### src/rtl/pfc_pkg.sv
package pfc_pkg;

    localparam int unsigned REG_AW = 2;
    localparam logic [REG_AW-1:0] ADDR_THR  = 2'd0;
    localparam logic [REG_AW-1:0] ADDR_CTL  = 2'd1;
    localparam logic [REG_AW-1:0] ADDR_STAT = 2'd2;

    localparam int unsigned THR_HI_LSB = 16;
    localparam int unsigned THR_LO_LSB = 0;
    localparam int unsigned CTL_PDIS   = 31;

    localparam int unsigned EVT_N    = 3;
    localparam int unsigned EVT_ERR  = 0;
    localparam int unsigned EVT_PAR  = 1;
    localparam int unsigned EVT_FULL = 2;

    typedef enum logic [0:0] {
        REQ_ON  = 1'b0,
        REQ_OFF = 1'b1
    } req_state_t;

    typedef enum logic [0:0] {
        FD_BELOW = 1'b0,
        FD_FULL  = 1'b1
    } full_state_t;

endpackage

### src/rtl/pfc_req_fsm.sv
module pfc_req_fsm
    import pfc_pkg::*;
#(
    parameter int unsigned TH_W   = 9,
    parameter int unsigned FILL_W = 10
) (
    input  logic              clk,
    input  logic              rst_n,
    input  logic [FILL_W-1:0] fill,
    input  logic [TH_W-1:0]   thr_hi,
    input  logic [TH_W-1:0]   thr_lo,
    output logic              req
);

    localparam int unsigned CW = (FILL_W > TH_W) ? FILL_W : TH_W;

    logic [CW-1:0] fill_x, hi_x, lo_x;
    logic          above_hi, below_lo;
    req_state_t    state_q, state_d;

    assign fill_x   = CW'(fill);
    assign hi_x     = CW'(thr_hi);
    assign lo_x     = CW'(thr_lo);
    assign above_hi = fill_x > hi_x;
    assign below_lo = fill_x < lo_x;

    always_comb begin
        state_d = state_q;
        unique case (state_q)
            REQ_ON:  if (above_hi) state_d = REQ_OFF;
            REQ_OFF: if (below_lo) state_d = REQ_ON;
            default: state_d = REQ_ON;
        endcase
    end

    always_ff @(posedge clk or negedge rst_n) begin
        if (!rst_n) state_q <= REQ_ON;
        else        state_q <= state_d;
    end

    always_comb begin
        req = (state_q == REQ_ON);
    end

    assert_req_drop_R2: assert property (@(posedge clk) disable iff (!rst_n)
        (req && (fill_x > hi_x)) |=> !req);

    assert_req_raise_R3: assert property (@(posedge clk) disable iff (!rst_n)
        (!req && (fill_x < lo_x)) |=> req);

    assert_req_hold_R4: assert property (@(posedge clk) disable iff (!rst_n)
        ((fill_x >= lo_x) && (fill_x <= hi_x)) |=> $stable(req));

endmodule

### src/rtl/pfc_full_det.sv
module pfc_full_det
    import pfc_pkg::*;
#(
    parameter int unsigned FILL_W    = 10,
    parameter int unsigned BUF_WORDS = 512
) (
    input  logic              clk,
    input  logic              rst_n,
    input  logic [FILL_W-1:0] fill,
    output logic              full_evt
);

    logic        is_full;
    full_state_t state_q, state_d;

    assign is_full = (32'(fill) >= BUF_WORDS);

    always_comb begin
        state_d = state_q;
        unique case (state_q)
            FD_BELOW: if (is_full)  state_d = FD_FULL;
            FD_FULL:  if (!is_full) state_d = FD_BELOW;
            default:  state_d = FD_BELOW;
        endcase
    end

    always_ff @(posedge clk or negedge rst_n) begin
        if (!rst_n) state_q <= FD_BELOW;
        else        state_q <= state_d;
    end

    always_comb begin
        full_evt = (state_q == FD_BELOW) && is_full;
    end

    assert_single_full_event_R8: assert property (@(posedge clk) disable iff (!rst_n)
        full_evt |=> !full_evt);

endmodule

### src/rtl/pfc_parity.sv
module pfc_parity
#(
    parameter int unsigned DW = 32
) (
    input  logic [DW-1:0] data,
    input  logic          par,
    input  logic          valid,
    input  logic          check_off,
    output logic          perr
);

    logic ones_odd;

    assign ones_odd = ^{data, par};
    assign perr     = valid && !check_off && !ones_odd;

endmodule

### src/rtl/pfc_regs.sv
module pfc_regs
    import pfc_pkg::*;
#(
    parameter int unsigned DW       = 32,
    parameter int unsigned TH_W     = 9,
    parameter logic [TH_W-1:0] HI_RST = 9'd384,
    parameter logic [TH_W-1:0] LO_RST = 9'd128
) (
    input  logic              clk,
    input  logic              rst_n,
    input  logic              wr,
    input  logic [REG_AW-1:0] waddr,
    input  logic [DW-1:0]     wdata,
    input  logic [REG_AW-1:0] raddr,
    input  logic [EVT_N-1:0]  evt,
    output logic [DW-1:0]     rdata,
    output logic [TH_W-1:0]   thr_hi,
    output logic [TH_W-1:0]   thr_lo,
    output logic              par_off,
    output logic              irq
);

    logic [EVT_N-1:0] en_q, stat_q, clr;
    logic             unused_wdata_bits;

    assign unused_wdata_bits = ^wdata;

    always_ff @(posedge clk or negedge rst_n) begin
        if (!rst_n) begin
            thr_hi  <= HI_RST;
            thr_lo  <= LO_RST;
            par_off <= 1'b0;
            en_q    <= '0;
        end else if (wr) begin
            if (waddr == ADDR_THR) begin
                thr_hi <= wdata[THR_HI_LSB +: TH_W];
                thr_lo <= wdata[THR_LO_LSB +: TH_W];
            end
            if (waddr == ADDR_CTL) begin
                par_off <= wdata[CTL_PDIS];
                en_q    <= wdata[EVT_N-1:0];
            end
        end
    end

    assign clr = (wr && (waddr == ADDR_STAT)) ? wdata[EVT_N-1:0] : '0;

    always_ff @(posedge clk or negedge rst_n) begin
        if (!rst_n) stat_q <= '0;
        else        stat_q <= (stat_q & ~clr) | evt;
    end

    always_comb begin
        rdata = '0;
        unique case (raddr)
            ADDR_THR: begin
                rdata[THR_HI_LSB +: TH_W] = thr_hi;
                rdata[THR_LO_LSB +: TH_W] = thr_lo;
            end
            ADDR_CTL: begin
                rdata[CTL_PDIS]    = par_off;
                rdata[EVT_N-1:0]   = en_q;
            end
            ADDR_STAT: rdata[EVT_N-1:0] = stat_q;
            default:   rdata = '0;
        endcase
    end

    assign irq = |(stat_q & en_q);

    for (genvar i = 0; i < EVT_N; i++) begin : g_stat_chk
        assert_sticky_R10: assert property (@(posedge clk) disable iff (!rst_n)
            (stat_q[i] && !clr[i]) |=> stat_q[i]);
        assert_event_sets_R10: assert property (@(posedge clk) disable iff (!rst_n)
            evt[i] |=> stat_q[i]);
    end

endmodule

### src/rtl/pfc_top.sv
module pfc_top
    import pfc_pkg::*;
#(
    parameter int unsigned DW        = 32,
    parameter int unsigned TH_W      = 9,
    parameter int unsigned BUF_WORDS = 512,
    parameter int unsigned FILL_W    = $clog2(BUF_WORDS + 1)
) (
    input  logic              clk,
    input  logic              rst_n,
    input  logic [FILL_W-1:0] fill_words,
    input  logic [DW-1:0]     tx_data,
    input  logic              tx_par,
    input  logic              tx_valid,
    input  logic              err_pin,
    input  logic              reg_wr,
    input  logic [REG_AW-1:0] reg_waddr,
    input  logic [DW-1:0]     reg_wdata,
    input  logic [REG_AW-1:0] reg_raddr,
    output logic [DW-1:0]     reg_rdata,
    output logic              pkt_req,
    output logic              irq
);

    logic [TH_W-1:0]  thr_hi, thr_lo;
    logic             par_off, perr, full_evt;
    logic [EVT_N-1:0] evt;

    pfc_regs #(.DW(DW), .TH_W(TH_W)) u_regs (
        .clk(clk), .rst_n(rst_n),
        .wr(reg_wr), .waddr(reg_waddr), .wdata(reg_wdata),
        .raddr(reg_raddr), .evt(evt), .rdata(reg_rdata),
        .thr_hi(thr_hi), .thr_lo(thr_lo), .par_off(par_off), .irq(irq)
    );

    pfc_req_fsm #(.TH_W(TH_W), .FILL_W(FILL_W)) u_req (
        .clk(clk), .rst_n(rst_n), .fill(fill_words),
        .thr_hi(thr_hi), .thr_lo(thr_lo), .req(pkt_req)
    );

    pfc_full_det #(.FILL_W(FILL_W), .BUF_WORDS(BUF_WORDS)) u_full (
        .clk(clk), .rst_n(rst_n), .fill(fill_words), .full_evt(full_evt)
    );

    pfc_parity #(.DW(DW)) u_par (
        .data(tx_data), .par(tx_par), .valid(tx_valid),
        .check_off(par_off), .perr(perr)
    );

    always_comb begin
        evt           = '0;
        evt[EVT_ERR]  = err_pin;
        evt[EVT_PAR]  = perr;
        evt[EVT_FULL] = full_evt;
    end

endmodule

### config.mk
export PLATFORM = sky130hd
export DESIGN_NAME = pfc_top
export DESIGN_NICKNAME = d
export VERILOG_FILES = /design/src/rtl/pfc_pkg.sv /design/src/rtl/pfc_req_fsm.sv /design/src/rtl/pfc_full_det.sv /design/src/rtl/pfc_parity.sv /design/src/rtl/pfc_regs.sv /design/src/rtl/pfc_top.sv
export SDC_FILE = /design/constraint.sdc
export NUM_CORES = 1
export LEC_CHECK = 0
export ABC_AREA = 1
export BUFFER_PORTS_ARGS = -buffer_cell sky130_fd_sc_hd__buf_2
export CAP_MARGIN = 10
export CORE_ASPECT_RATIO = 0.75
export CORE_UTILIZATION = 49
export CTS_BUF_LIST = sky130_fd_sc_hd__clkbuf_2
export DETAILED_ROUTE_END_ITERATION = 8
export GPL_TIMING_DRIVEN = 0
export PLACE_DENSITY = 0.83
export SLEW_MARGIN = 10
export SYNTH_ARGS = -nofsm -noshare
export SYNTH_HDL_FRONTEND = slang
export SYNTH_HIERARCHICAL = 1
export SYNTH_SLANG_ARGS = --single-unit
### constraint.sdc
create_clock -name clk -period 1.9 [get_ports clk]
set_input_delay 0.095 -clock clk [delete_from_list [all_inputs] [get_ports clk]]
set_output_delay 0.095 -clock clk [all_outputs]
set_load 0.01 [all_outputs]
# --- Word level (Yosys, flattened, before mapping) ---
# Cells that the tools add are included.
word_totals:
  ff_bits: 27
  inputBits: 84
  out_inout_bits: 34
  elab_cells: 41
classes:
  order_cmp: 3
  eq_ne: 4
  mux: 9
  n_bitwise: 6
  n_reduce_logical: 12
ops:
  columns: ["operator", "count"]
  rows:
  - ["parity 33 bit", 1]
  - [">= comparator 10 bit (second input constant)", 1]
  - ["> comparator 10 x 9 -> 1 bit", 1]
  - ["less-than comparator 10 x 9 -> 1 bit", 1]
  - ["2-to-1 mux 9 bit", 1]
  - ["one-hot mux 3 bit (3 select lines)", 1]
  - ["bitwise AND 3 bit", 2]
  - ["2-to-1 mux 6 bit", 1]
  - ["equality test 2 x 1 -> 1 bit (second input constant)", 2]
  - ["equality test 2 bit (second input constant)", 2]
  - ["logical AND 1 bit", 4]
  - ["logical NOT 2 bit", 2]
  - ["2-to-1 mux 1 bit", 4]
  - ["AND reduction 2 bit", 2]
  - ["2-to-1 mux 3 bit", 1]
  - ["NOT 3 bit", 1]
  - ["OR 3 bit", 1]
  - ["OR reduction 3 bit", 1]
  - ["logical NOT 1 bit", 2]
  - ["NOT 1 bit", 2]
  - ["one-hot mux 1 bit (2 select lines)", 1]

# --- Longest topological paths before layout ---
depth:
  word_depth: 6
  mapped_depth: 15
  depth_no_buf: 15

# --- Cells and area by module ---
# The synthesis kept the hierarchy.
by_module_without_submodules:
  columns: ["mod", "instances", "cells_each", "area_each_um2", "seq_area_each_um2"]
  rows:
  - ["pfc_regs", 1, 176, 1380.1, 629.4]
  - ["pfc_parity", 1, 155, 681.9, 0.0]
  - ["pfc_req_fsm", 1, 92, 541.8, 25.0]
  - ["pfc_full_det", 1, 4, 38.8, 25.0]

# --- Least setup slack after synthesis ---
# Ideal clock, no wire load.
synth_timing:
  path_kind: "register to register"
  startpoint: "register u_regs.thr_hi[8]"
  endpoint: "register u_req.state_q"
  setup_time_ns: 0.116
  arrival_ns: 1.277
  required_ns: 1.784
  setup_slack_ns: 0.506
  path_stages_with_launch: 10
  n_path_buf: 0
  period_less_slack_ns: 1.394
  path_cell_list: "dfstp_2 > inv_1 > ha_1 > nand2_1 > nor2_2 > nand3b_1 > nand2_1 > inv_1 > nand2_1 > nand2_1"
synth_between:
  elab_chain_len: 3
synth_rtl:
  columns: ["item", "line_no", "rtl"]
  rows:
  - ["from (decl)", "pfc_regs.sv:17", "output logic [TH_W-1:0] thr_hi,"]
  - ["from (signal assigned)", "pfc_regs.sv:36", "thr_hi <= wdata[THR_HI_LSB +: TH_W];"]
  - ["> comparator 10 x 9 -> 1 bit", "pfc_req_fsm.sv:24", "assign above_hi = fill_x > hi_x;"]
  - ["2-to-1 mux 1 bit", "pfc_req_fsm.sv:30", "REQ_ON: if (above_hi) state_d = REQ_OFF;"]
  - ["one-hot mux 1 bit (2 select lines)", "pfc_req_fsm.sv:29", "unique case (state_q)"]
  - ["net u_req.state_d", "pfc_req_fsm.sv:19", "req_state_t state_q, state_d;"]
  - ["to (signal assigned)", "pfc_req_fsm.sv:38", "else state_q <= state_d;"]
  - ["to (decl)", "pfc_req_fsm.sv:19", null]
# The timed path passes the listed nets, and every way through them passes these cells.
# A chain may end at the register's enable or synchronous reset.

# --- Worst setup path in the final report ---
# Ends and elaborated chain as after synthesis.

==> results.md <==
* Status: completed
* XOR/XNOR share of the synthesized area at under 10%
* Number of buffers added on ports at 91
* Worst Path Arrival at 1.87 ns
* Slew Limit Fails at 0
* DRC errors left at 0
* WL final at 6.374 mm
* Vias at between 2k and 3k
* Largest family of logic cells by synthesized area: simple AND/OR/NAND/NOR gates
* Slew HR at about three fifths
* DR pass1 iterations at 4
* Post-synth EDFFs at 0
* FMAX at 643.7 MHz
* Count of final setup violators at 0
* Minimum clock period at 1.553 ns
* Crit-path max FO at 3
* Synthesized area per cell at between 6 and 7 um^2
* Most frequent cells in the layout: nand2_1 (180), buf_2 (91), inv_1 (81)
* Vias in the first global route at about 2.7k
* Hold Fails Final Rpt at 0
* Leak at between 2 and 2.5 nW
* Area grow syn2layout at 32.67%
* Min-Delay Path Class: in -> reg
* Synth Area in Simple Gates at 40.63%
* Clock power frac at around an eighth
* Int Power at between 1 and 1.5 mW
* Worst-Margin Slew at approximately 0.61 ns
* Reg clk slew, reported paths at between 0.2 and 0.3 ns
* Site row count at 22
* Period utilization at between 80% and 90%
* Sequential power share at between 40% and 50%
* Maximum vdd drop at roughly 0.25 mV
* Post-Synth Adder-Cell Area at a little over 8%
* Ys async rst share at 100.0%
* Tot GR Track Use at ~24%
* PD cells at between 500 and 600 nW/um^2
* Initial Utilization at between 50% and 60%
* Synth Area in Compound Gates at ~3.3%
* Core ar. at 5037 um^2
* Hpwl dp at roughly 5 mm
* Ys flop type: dfrtp_1
* Total CTS buffers at 3
* CP endpoint kind: flop
* Ant diodes at 0
* Chip width at between 80 and 90 um
* Final net count at roughly 660
* Later-pin clock latency in the skew report at ~0.37 ns
* Yosys cell types at 30
* Clk sinks at 27
* Flop and latch count out of synthesis at 27
* H-tree lvl count at 1
* Max-Cap Viols at 0
* Avg WL per Cell at around 10 um
* RSZ-0062 raised after global routing: no
* Iteration-0 DRC Markers at 138
* Sum Neg Setup Slack at 0 ns
* Switching Share at between 40% and 50%
* Combinational share of power at 46.3%
* Hold slack at ~0.029 ns
* Post-route clock skew at approximately 0.0018 ns
* Clk buf depth at 2
* Critical Path Start Type: flop
* Ys Warns at 6
* Switch Pwr at about 0.75 mW
* Synthesized instance count at between 400 and 500
* CTS root buf: clkbuf_2
* # fillers at 440
* Ratio of cells with drive above 1 in the final layout at approximately a quarter
* Total die area at around 5700 um^2
* Mapped cell area at 2643 um^2
* Antenna violations before repair at 0
* Sequential area share after synthesis at 25.71%
* Final Power at about 1.9 mW
* First-pass GRT wire length at between 10 and 15 mm
* Post-synthesis mux area share at 0%
* RePlAce Congestion at between 0.8 and 0.9
* CTS tree: done
* Die Span Y at roughly 66 um
* Largest net degree at the start of global routing at 28
* I/O pin cnt at 118
* Post-DRT Antenna Nets at 0
* Most common cell after layout, fill and taps aside: nand2_1
* Via/cell ratio at 4.575
* GRT overflow at 0
* CP Class: reg -> reg
* Req. time, crit path at 2.21 ns
[what timing repair did]
| item | CTS | global route |
|---|---|---|
| buffers inserted | 0 | 0 |
| hold buffers | 24 | 1 |
| resized for setup | 0 | 0 |
| hold endpoints to repair | 50 | 1 |
[worst paths after layout]
kind / startpoint / endpoint / slack (ns) / depth (start not counted)
min: reg_waddr[0] / u_regs/thr_lo[7] / 0.03 / 4
max in group asynchronous: rst_n / u_regs/thr_hi[7] / 1.30 / 2
min in group asynchronous: rst_n / u_req/state_q / 0.21 / 2
min reg2reg: u_regs/thr_hi[7] / u_regs/thr_hi[7] / 0.50 / 2
max: u_regs/thr_hi[8] / u_req/state_q / 0.35 / 9
max reg2reg: u_regs/thr_hi[8] / u_req/state_q / 0.35 / 9
[power groups by stage]
stage	Combinational [mW]	Sequential (mW)	Clock, mW
3_5_place_dp	0.816	0.778	0
2_1_floorplan	0.567	0.745	0
6_report	0.862	0.769	0.232
3_3_place_gp	0.775	0.774	0
4_1_cts	0.857	0.767	0.240
5_1_grt	0.998	0.780	0.266
[cells by family (layout without fill, tap and decap cells)]
kind of cell,after synthesis,count (layout)
xor+xnor,13,13
buf+inv,103,223
fa+ha+maj,17,17
compound gates,13,13
simple gates,253,253
flops,27,27
other cells,1,13
[cells in the mapped netlist, drive strengths merged (3+ instances only)]
cell,n,share of area (%)
xor2,7,2.3
buf,18,5.7
nand4,3,0.71
ha,17,8.0
dfstp,3,3.0
dfrtp,24,23
nand3,35,7.5
a21oi,5,1.2
nand2,186,27
xnor2,6,2.0
o21ai,7,1.8
inv,83,12
nor2,25,4.2
[layout make-up]
type                       count  area [um^2]  share of cell area, %
buffer                        20        161.4                  4.604
clock buffer                   3        15.01                 0.4283
clock inverter                 1        7.507                 0.2141
inverter                      83        311.5                  8.887
multi-input combinational    309         1535                  43.79
sequential                    27        679.4                  19.38
tap                           72        90.09                  2.570
timing repair buffer         116        705.7                  20.13
[flip-flops by register name, summed over array words and instances (netlist names)]
name,flops
u_regs/en_q,3
u_req/state_q,1
u_regs/thr_hi,9
u_regs/stat_q,3
u_full/state_q,1
u_regs/par_off,1
u_regs/thr_lo,9
[stage by stage]
| step | setup WS [ns] | area [um^2] | util [%] | instances |
|---|---|---|---|---|
| finish | 0.3466 | 3506 | 69.60 | 631 |
| global route | 0.2013 | 3506 | 69.60 | 631 |
| CTS | 0.3760 | 3496 | 69.40 | 630 |
| detailed placement | 0.3941 | 3233 | 64.18 | 602 |
| global placement | 0.4380 | 3233 | 64.18 | 602 |
| floorplan | 0.5065 | 2688 | - | 439 |
[worst max-delay path, stage by stage, from the launching register on]
cell	delay (ns)
dfstp_2	0.61
inv_1	0.05
ha_1	0.28
nand2_1	0.09
nor2_2	0.16
nand3b_1	0.09
nand2_1	0.06
inv_1	0.04
nand2_1	0.06
nand2_1	0.05
[metal layers]
layer	vias to the layer above	wire, um	GRT usage, %
met5	-	0	0
met4	0	100	6.458
met3	12	383	3.643
met2	84	3046	44.98
met1	1274	2844	29.66
li1	1517	-	-
No activity file was read; power rests on OpenSTA's default activity.
